--- src/rtl/ga_mate_unit.sv ---
module ga_mate_unit #(
  parameter int NELEM = 4,
  parameter int POP   = 6,
  parameter int FIT_W = 8
) (
  input  logic                         clk,
  input  logic                         rst_n,
  input  logic                         start,
  input  logic                         seed_load,
  input  logic [31:0]                  seed,
  input  logic [POP*NELEM*12-1:0]      pop_flat,
  input  logic [POP*FIT_W-1:0]         fit_flat,
  input  logic [$clog2(POP)-1:0]       best_idx,
  input  logic [7:0]                   mut_prob,
  input  logic [3:0]                   mut_flips,
  output logic                         busy,
  output logic                         done,
  output logic [$clog2(POP)-1:0]       par_a,
  output logic [$clog2(POP)-1:0]       par_b,
  output logic [NELEM*12-1:0]          child_a,
  output logic [NELEM*12-1:0]          child_b,
  output logic                         mut_we,
  output logic [$clog2(POP)-1:0]       mut_idx,
  output logic [NELEM*12-1:0]          mut_data
);
  localparam int CW = NELEM * 12;
  localparam int IW = $clog2(POP);
  localparam int PW = $clog2(CW);
  localparam logic [IW:0] POP_L = POP[IW:0];
  localparam logic [PW:0] CW_L  = CW[PW:0];
  localparam logic [31:0] TAPS  = 32'h80200003;

  typedef enum logic [3:0] {
    S_IDLE, S_T1A, S_T1B, S_T2A, S_T2B, S_CX1, S_CX2, S_MSEL, S_MGATE, S_MFLIP
  } st_t;

  st_t            st;
  logic [31:0]    lfsr;
  logic [IW-1:0]  cand, msel, best_q;
  logic [PW-1:0]  p1;
  logic [CW-1:0]  mreg, mask, nflip;
  logic [3:0]     fcnt, flips_q;
  logic [7:0]     prob_q;

  function automatic logic [CW-1:0] chrom(input logic [IW-1:0] i);
    return pop_flat[int'(i)*CW +: CW];
  endfunction

  function automatic logic [FIT_W-1:0] fit(input logic [IW-1:0] i);
    return fit_flat[int'(i)*FIT_W +: FIT_W];
  endfunction

  wire [31:0]   lfsr_nx = {1'b0, lfsr[31:1]} ^ (lfsr[0] ? TAPS : 32'd0);
  wire [IW-1:0] ridx    = lfsr[IW-1:0];
  wire [PW-1:0] rpos    = lfsr[PW-1:0];
  wire          idx_ok  = {1'b0, ridx} < POP_L;
  wire          pos_ok  = {1'b0, rpos} < CW_L;
  wire [IW-1:0] winner  = (fit(ridx) > fit(cand)) ? ridx : cand;
  wire [PW-1:0] lo      = (p1 < rpos) ? p1 : rpos;
  wire [PW-1:0] hi      = (p1 < rpos) ? rpos : p1;

  assign busy  = (st != S_IDLE);
  assign nflip = mreg ^ ({{(CW-1){1'b0}}, 1'b1} << rpos);

  always_comb begin
    for (int i = 0; i < CW; i++)
      mask[i] = (PW'(i) >= lo) && (PW'(i) <= hi);
  end

  always_ff @(posedge clk) begin
    if (!rst_n) begin
      st <= S_IDLE;
      lfsr <= 32'd1;
      done <= 1'b0;
      mut_we <= 1'b0;
      cand <= '0;
      msel <= '0;
      best_q <= '0;
      p1 <= '0;
      mreg <= '0;
      fcnt <= '0;
      flips_q <= '0;
      prob_q <= '0;
      par_a <= '0;
      par_b <= '0;
      child_a <= '0;
      child_b <= '0;
      mut_idx <= '0;
      mut_data <= '0;
    end else begin
      done <= 1'b0;
      mut_we <= 1'b0;
      if (busy) lfsr <= lfsr_nx;
      case (st)
        S_IDLE: begin
          if (seed_load) lfsr <= (seed == 32'd0) ? 32'd1 : seed;
          if (start) begin
            best_q <= best_idx;
            prob_q <= mut_prob;
            flips_q <= mut_flips;
            st <= S_T1A;
          end
        end
        S_T1A: if (idx_ok) begin cand <= ridx; st <= S_T1B; end
        S_T1B: if (idx_ok) begin par_a <= winner; st <= S_T2A; end
        S_T2A: if (idx_ok) begin cand <= ridx; st <= S_T2B; end
        S_T2B: if (idx_ok) begin
          if (winner == par_a) st <= S_T2A;
          else begin par_b <= winner; st <= S_CX1; end
        end
        S_CX1: if (pos_ok) begin p1 <= rpos; st <= S_CX2; end
        S_CX2: if (pos_ok) begin
          child_a <= (chrom(par_a) & ~mask) | (chrom(par_b) & mask);
          child_b <= (chrom(par_b) & ~mask) | (chrom(par_a) & mask);
          st <= S_MSEL;
        end
        S_MSEL: if (idx_ok) begin
          if (ridx == best_q) begin done <= 1'b1; st <= S_IDLE; end
          else begin msel <= ridx; st <= S_MGATE; end
        end
        S_MGATE: begin
          if (lfsr[7:0] < prob_q) begin
            if (flips_q == 4'd0) begin
              mut_data <= chrom(msel);
              mut_idx <= msel;
              mut_we <= 1'b1;
              done <= 1'b1;
              st <= S_IDLE;
            end else begin
              mreg <= chrom(msel);
              fcnt <= 4'd0;
              st <= S_MFLIP;
            end
          end else begin
            done <= 1'b1;
            st <= S_IDLE;
          end
        end
        S_MFLIP: if (pos_ok) begin
          if (fcnt + 4'd1 == flips_q) begin
            mut_data <= nflip;
            mut_idx <= msel;
            mut_we <= 1'b1;
            done <= 1'b1;
            st <= S_IDLE;
          end else begin
            mreg <= nflip;
            fcnt <= fcnt + 4'd1;
          end
        end
        default: st <= S_IDLE;
      endcase
    end
  end

  a_r2_lfsr_nonzero: assert property (@(posedge clk) disable iff (!rst_n)
    lfsr != 32'd0);
  a_r3_parent_range: assert property (@(posedge clk) disable iff (!rst_n)
    done |-> ({1'b0, par_a} < POP_L) && ({1'b0, par_b} < POP_L));
  a_r5_parents_distinct: assert property (@(posedge clk) disable iff (!rst_n)
    done |-> par_a != par_b);
  a_r8_best_untouched: assert property (@(posedge clk) disable iff (!rst_n)
    mut_we |-> mut_idx != best_q);
  a_r10_write_with_done: assert property (@(posedge clk) disable iff (!rst_n)
    mut_we |-> done);
  a_r11_done_single: assert property (@(posedge clk) disable iff (!rst_n)
    done |=> !done);
  a_r11_end_of_run: assert property (@(posedge clk) disable iff (!rst_n)
    $fell(busy) |-> done);
endmodule

--- config.mk ---
export PLATFORM = sky130hd
export DESIGN_NAME = ga_mate_unit
export DESIGN_NICKNAME = d
export VERILOG_FILES = /design/src/rtl/ga_mate_unit.sv
export SDC_FILE = /design/constraint.sdc
export NUM_CORES = 1
export LEC_CHECK = 0
export BUFFER_PORTS_ARGS = -buffer_cell sky130_fd_sc_hd__buf_4
export CORE_AREA = 2 2 210 212
export CTS_BUF_LIST = sky130_fd_sc_hd__clkbuf_4 sky130_fd_sc_hd__clkbuf_8
export CTS_CLUSTER_DIAMETER = 100
export DETAILED_ROUTE_END_ITERATION = 12
export DIE_AREA = 0 0 212 214
export PLACE_DENSITY = 0.75
export SYNTH_ARGS = -nofsm -noshare
export SYNTH_HDL_FRONTEND = slang
export SYNTH_SLANG_ARGS = --single-unit
--- constraint.sdc ---
create_clock -name clk -period 6.6 [get_ports clk]
set_input_delay 0.99 -clock clk [delete_from_list [all_inputs] [get_ports clk]]
set_output_delay 0.99 -clock clk [all_outputs]
set_load 0.1 [all_outputs]
; ---- Word level (Yosys, flattened, before mapping)
; Cells that the tools add are included.
[totals]
register_bits = 270
latch_bits = 0
ramBits = 0
rom_bits = 0
in_bits = 387
elab_cells = 282
n_memories = 0
[classes]
addsub = 1
n_mul = 3
div_mod_pow = 0
n_lt_le_gt_ge = 101
n_eq_ne = 26
shift = 6
muxes = 52
bitwise = 11
n_reduce_logical = 64
[op_table]
columns = op, count
row1 = indexed part select 288 x 10 -> 48 bit, 3
row2 = 2-to-1 mux 48 bit, 8
row3 = bitwise AND 48 bit, 4
row4 = one-hot mux 48 bit (2 select lines), 2
row5 = 2-to-1 mux 32 bit, 5
row6 = >= comparator 5 x 6 -> 1 bit (first input constant), 16
row7 = >= comparator 6 bit (first input constant), 16
row8 = less-or-equal comparator 5 x 6 -> 1 bit (first input constant), 16
row9 = less-or-equal comparator 6 bit (first input constant), 16
row10 = OR 48 bit, 2
row11 = indexed part select 48 x 7 -> 8 bit, 2
row12 = 2-to-1 mux 4 bit, 17
row13 = >= comparator 4 x 6 -> 1 bit (first input constant), 8
row14 = less-or-equal comparator 4 x 6 -> 1 bit (first input constant), 8
row15 = logical AND 1 bit, 48
row16 = inverter 48 bit, 1
row17 = left shift 1 x 6 -> 48 bit (first input constant), 1
row18 = XOR 48 bit, 1
row19 = one-hot mux 4 bit (10 select lines), 1
row20 = zero test 32 bit, 1
row21 = XOR 31 x 32 -> 32 bit, 1
row22 = inequality test 2 bit (second input constant), 14
row23 = >= comparator 3 x 6 -> 1 bit (first input constant), 4
row24 = less-or-equal comparator 3 x 6 -> 1 bit (first input constant), 4
row25 = other kinds (33), 65

; ---- Depth between registers and ports, before layout
[depth]
depth_word = 7
mapped_depth = 15
ltp_nobuf = 13

; ---- Worst setup path before layout
; No wires, ideal clock.
[synth_path]
path_type = register to register
startpoint = register lfsr[0]
endpoint = register st[2]
arrival_ns = 4.078
required_ns = 6.467
slack_ns = 2.390
path_stages_with_launch = 15
period_less_slack_ns = 4.210
cell_sequence = dfxtp_1 > buf_1 > clkbuf_1 > clkbuf_1 > mux2i_1 > o21ai_0 > ha_1 > nand4_1 > or2_2 > nand2_1 > o21ai_0 > a2111oi_0 > o2111ai_1 > o31ai_1 > a31oi_1
[synth_between]
elab_chain_len = 7
[synth_rtl]
columns = element, line_no
row1 = start: declaration, 38  ; logic [31:0] lfsr;
row2 = start signal: assignment, 93  ; if (busy) lfsr <= lfsr_nx;
row3 = start signal: assignment, 96  ; if (seed_load) lfsr <= (seed == 32'd0) ? 32'd1 : seed;
row4 = indexed part select 48 x 7 -> 8 bit, 50  ; return fit_flat[int'(i)*FIT_W +: FIT_W];
row5 = > comparator 8 bit, 58  ; wire [IW-1:0] winner = (fit(ridx) > fit(cand)) ? ridx : cand;
row6 = 2-to-1 mux 3 bit, 58
row7 = == test 3 bit, 108  ; if (winner == par_a) st <= S_T2A;
row8 = 2-to-1 mux 3 bit, 108
row9 = 2-to-1 mux 4 bit, 107  ; S_T2B: if (idx_ok) begin
row10 = one-hot mux 4 bit (10 select lines), 94  ; case (st)
row11 = end signal: assignment, 106  ; S_T2A: if (idx_ok) begin cand <= ridx; st <= S_T2B; end
row12 = end signal: assignment, 108
row13 = end signal: assignment, 109  ; else begin par_b <= winner; st <= S_CX1; end
row14 = end: declaration, 37  ; st_t st;
; Parallel ways exist; a longest one is shown, timed or not. The select of a mux whose other input is x is not followed.
; A chain may end at the register's enable or synchronous reset.

; ---- Final worst setup path
[layout_path]
startpoint = register cand[0]
endpoint = register st[2]
[layout_between]
elab_chain_len = 7
[layout_rtl]
columns = element, line_no
row1 = start: declaration, 39  ; logic [IW-1:0] cand, msel, best_q;
row2 = start signal: assignment, 76  ; cand <= '0;
row3 = start signal: assignment, 104  ; S_T1A: if (idx_ok) begin cand <= ridx; st <= S_T1B; end
row4 = start signal: assignment, 106
row5 = indexed part select 48 x 7 -> 8 bit, 50
row6 = > comparator 8 bit, 58
row7 = 2-to-1 mux 3 bit (*), 58
row8 = == test 3 bit (*), 108
row9 = 2-to-1 mux 3 bit (*), 108
row10 = 2-to-1 mux 4 bit (*), 107
row11 = one-hot mux 4 bit (10 select lines) (*), 94
; Mark *: on every way between the ends. The rest lies on a longest branch, timed or not. The select of a mux whose other input is x is not followed.

==> results_dict.tcl <==
set metrics [dict create \
    status "finished clean" \
    critPathMaxStageDelay_ps 980 \
    dieWidth_um 212 \
    grt_overflow 0 \
    io-pin-count 543 \
    avgSynthCellArea_um2 8.75 \
    synth_edf_count 0 \
    synth_top_flop_cell "dfxtp_1" \
    drtIter0Drc 3100 \
    cap_violations 0 \
    drc_errors 0 \
    rows 76 \
    nFillCells 3628 \
    hold_viol_final 0 \
    rsz0062_at_grt "no" \
    place.gp.congestion 0.976 \
    grt_pass1_wl_mm 137 \
    grt_max_degree 100 \
    grt_pass1_vias 21600 \
    drive_gt1_share_pct 30.8 \
    clk_latency_ps 640 \
    wl_mm 93.1 \
    clockBufferDepth 3 \
    grt_antenna_before_repair 14 \
    drtAntennaViolNets 0 \
    setup_viol 0 \
    hp-class "flip-flop to flip-flop" \
    cts_tree "built" \
    root_buffer "clkbuf_8" \
    initial_utilization_pct 49.8 \
    vias 22900 \
    critPathTopFamily "compound AO/OA/AOI/OAI gates" \
    maxSlewViolCount 0 \
    arrival_ps 5020 \
    ir_worst_vdd_uv 179 \
    end_kind "flip-flop" \
    core_um2 42900 \
    r2r_end "st[2]$_SDFFE_PN0P_" \
    hold_start "child_b[24]$_SDFFE_PN0P_" \
    dp_hpwl_mm 69.1 \
    worstSetupStartpoint "cand[0]$_SDFFE_PN0P_" \
    timing.rr.start "cand[0]$_SDFFE_PN0P_" \
    cts_made_buffers 48 \
    cp_data_required_time_ps 7080 \
    pre_cts_ws_ps 2170 \
    min_period_over_period_pct 68.7 \
    firstDrtPassIters 8 \
    die_y_um 214 \
    area_delta_synth_final_pct 25.5 \
    post_cts_buffers 0 \
    synthDistinctLibCells 73 \
    dieArea_um2 45400 \
    ys_async_sr_fraction_pct 0 \
    portBuffers 542 \
    htreeDepth 2 \
    cp_max_fo 19 \
    path_clk_slew_ps 70 \
    cts_hold_buf 0 \
    seq_area_um2 5420 \
    crit_cells 11 \
    vias_per_cell 6.58 \
    p_leak_nw 11.6 \
    max_freq_ghz 0.220 \
    ys_seq_area_share_pct 25.3 \
    critPathBufInv 0 \
    synthCells 2443 \
    ys_seq_elements 270 \
    reg2reg_depth 11 \
    final_util_pct 62.6 \
    syn_area_um2 21400 \
    finalPower_mw 8.12 \
    multi_input_area_um2 14900 \
    tightestPinTransition_ps 1090 \
    fin_nets 3261 \
    endpoint "st[2]$_SDFFE_PN0P_" \
    grt_usage_pct 39.6 \
    finalClockSkew_ps 39.1 \
    crit_slowest_cell "dfxtp_1" \
    cpMostUsedCell "o21ai_0" \
    cp_cell_sequence "mux4_2 -> a22oi_1 -> ha_1 -> a21oi_1 -> o21ai_0 -> nand2_1 -> o21ai_0 -> a2111oi_0 -> o2111ai_1 -> o31ai_1 -> a31oi_1" \
    crit_type "flip-flop to flip-flop" \
    synth_fp_nets 2855 \
    setup-tns-final_ps 0 \
    p_per_area_nw_per_um2 303 \
    maxSlewHeadroom_pct 26.8 \
    wl_per_cell_um 26.7 \
    period_needed_ps 4540 \
    cp-start-kind "flip-flop" \
    clock-sinks 270 \
    ys_warn_count 0 \
    fin_ws_ps 2060 \
    timing.reg2reg.setup_slack_ps 2060 \
    cts_resized 0 \
]
worst min-delay path by stage:
stage                               end  slack, ps  cells past startpoint
2_1_floorplan    prob_q[1]$_SDFFE_PN0P_        440                      2
3_3_place_gp    child_a[9]$_SDFFE_PN0P_        440                      1
3_5_place_dp   child_b[24]$_SDFFE_PN0P_        440                      1
4_1_cts        child_b[24]$_SDFFE_PN0P_        450                      1
5_1_grt        child_a[14]$_SDFFE_PN0P_        470                      1
6_report       child_b[24]$_SDFFE_PN0P_        450                      1
where the power goes:
group	leakage, nW	internal [mW]	switching, mW
sequential	2.19	1.77	0.217
clock	0.599	1.09	0.778
combinational	8.82	1.61	2.66
total	11.6	4.47	3.65
synth_stat cells (4+ instances only):
master | count | area, µm²
nand4_1 | 7 | 43.8
a21oi_1 | 70 | 350
dfxtp_1 | 270 | 5410
and3_1 | 4 | 25.0
nand2_1 | 305 | 1140
mux2i_1 | 305 | 3050
o21a_1 | 6 | 45.0
a211oi_1 | 35 | 263
a31oi_1 | 6 | 37.5
and2_1 | 6 | 37.5
ha_1 | 25 | 313
o21ai_0 | 219 | 1100
xnor2_1 | 4 | 35.0
nor2b_1 | 6 | 37.5
nor3_1 | 22 | 110
buf_1 | 46 | 173
nand3_1 | 122 | 611
o21ai_1 | 7 | 35.0
mux2_2 | 20 | 225
a21oi_2 | 6 | 52.6
o31ai_1 | 5 | 37.5
mux4_2 | 160 | 3600
a22oi_1 | 9 | 67.6
xor2_1 | 57 | 499
a211o_1 | 5 | 43.8
o211ai_1 | 63 | 473
nor4_1 | 12 | 75.1
or3_1 | 7 | 43.8
buf_2 | 16 | 80.1
a21o_1 | 86 | 646
o221ai_1 | 49 | 429
nand2b_1 | 11 | 68.8
inv_1 | 67 | 251
o311ai_0 | 10 | 87.6
a32oi_1 | 4 | 35.0
nor2_1 | 176 | 661
clkbuf_1 | 152 | 571
per-stage QoR:
stage / cells / area [µm²] / hold WS [ps]
finish: 3481 / 26800 / 454
CTS: 3470 / 26800 / 455
detailed placement: 3384 / 25700 / 441
floorplan: 2443 / 21400 / 436
global route: 3481 / 26800 / 471
global placement: 3384 / 25700 / 435
worst reg2reg max path, delay by kind of cell, from the launching register on:
| family | cells | cell delay, ps |
|---|---|---|
| AO/OA/AOI/OAI | 8 | 2280 |
| flip-flops | 1 | 980 |
| multiplexers | 1 | 630 |
| adder cells (fa/ha/maj) | 1 | 290 |
| AND/OR/NAND/NOR | 1 | 230 |
layout by cell type, fill, tap and decap left out, types with 8 or more instances in the layout:
master | netlist | routed
o221ai_1 | 49 | 49
nand2_1 | 305 | 304
buf_4 | 2 | 573
o211ai_1 | 63 | 63
a22oi_1 | 9 | 9
o21ai_0 | 219 | 219
nor2_1 | 176 | 175
diode_2 | 0 | 11
mux4_2 | 160 | 160
xor2_1 | 57 | 57
inv_1 | 67 | 65
mux2i_1 | 305 | 305
nor4_1 | 12 | 11
clkinv_2 | 0 | 8
a21oi_1 | 70 | 70
dfxtp_1 | 270 | 262
a21o_1 | 86 | 86
nand3_1 | 122 | 122
nand2b_1 | 11 | 8
mux2_2 | 20 | 20
nor3_1 | 22 | 22
clkbuf_8 | 0 | 67
o311ai_0 | 10 | 10
ha_1 | 25 | 25
a211oi_1 | 35 | 35
cells by family (layout without fill, tap and decap cells):
logic type                 Yosys count  after routing  share of synthesized area (%)
adders and majority gates           25             25                           1.46
xor gates and xnor gates            61             61                           2.50
DFF                                270            270                           25.3
other                                0             11                              0
and+or+nand+nor                    694            694                           14.0
AOI/OAI and AO/OA                  615            615                           19.0
buffers and inverters              289            731                           5.31
muxes                              489            489                           32.5
layer usage:
layer	global-route usage [%]	up-vias	wire length, µm
met3	8.15	286	9840
li1	-	9931	-
met2	60.6	1535	41800
met1	54.6	11200	37300
met4	16.3	8	4100
met5	0	-	54
cell type report:
cell class	count	share of cell area (%)
Timing Repair Buffer	575	16.2
Sequential cell	270	20.2
Inverter	70	0.979
Tap cell	585	2.73
Multi-Input combinational cell	1884	55.6
Antenna cell	11	0.103
Clock inverter	14	0.667
Clock buffer	72	3.58
registers in the layout, indices dropped and copies added (netlist names), 4 cells and up:
signal	cells
child_a	48
child_b	48
mreg	48
mut_data	48
lfsr	32
prob_q	8
p1	6
fcnt	4
flips_q	4
st	4
Note: power is estimated with default switching activity, not from simulation.
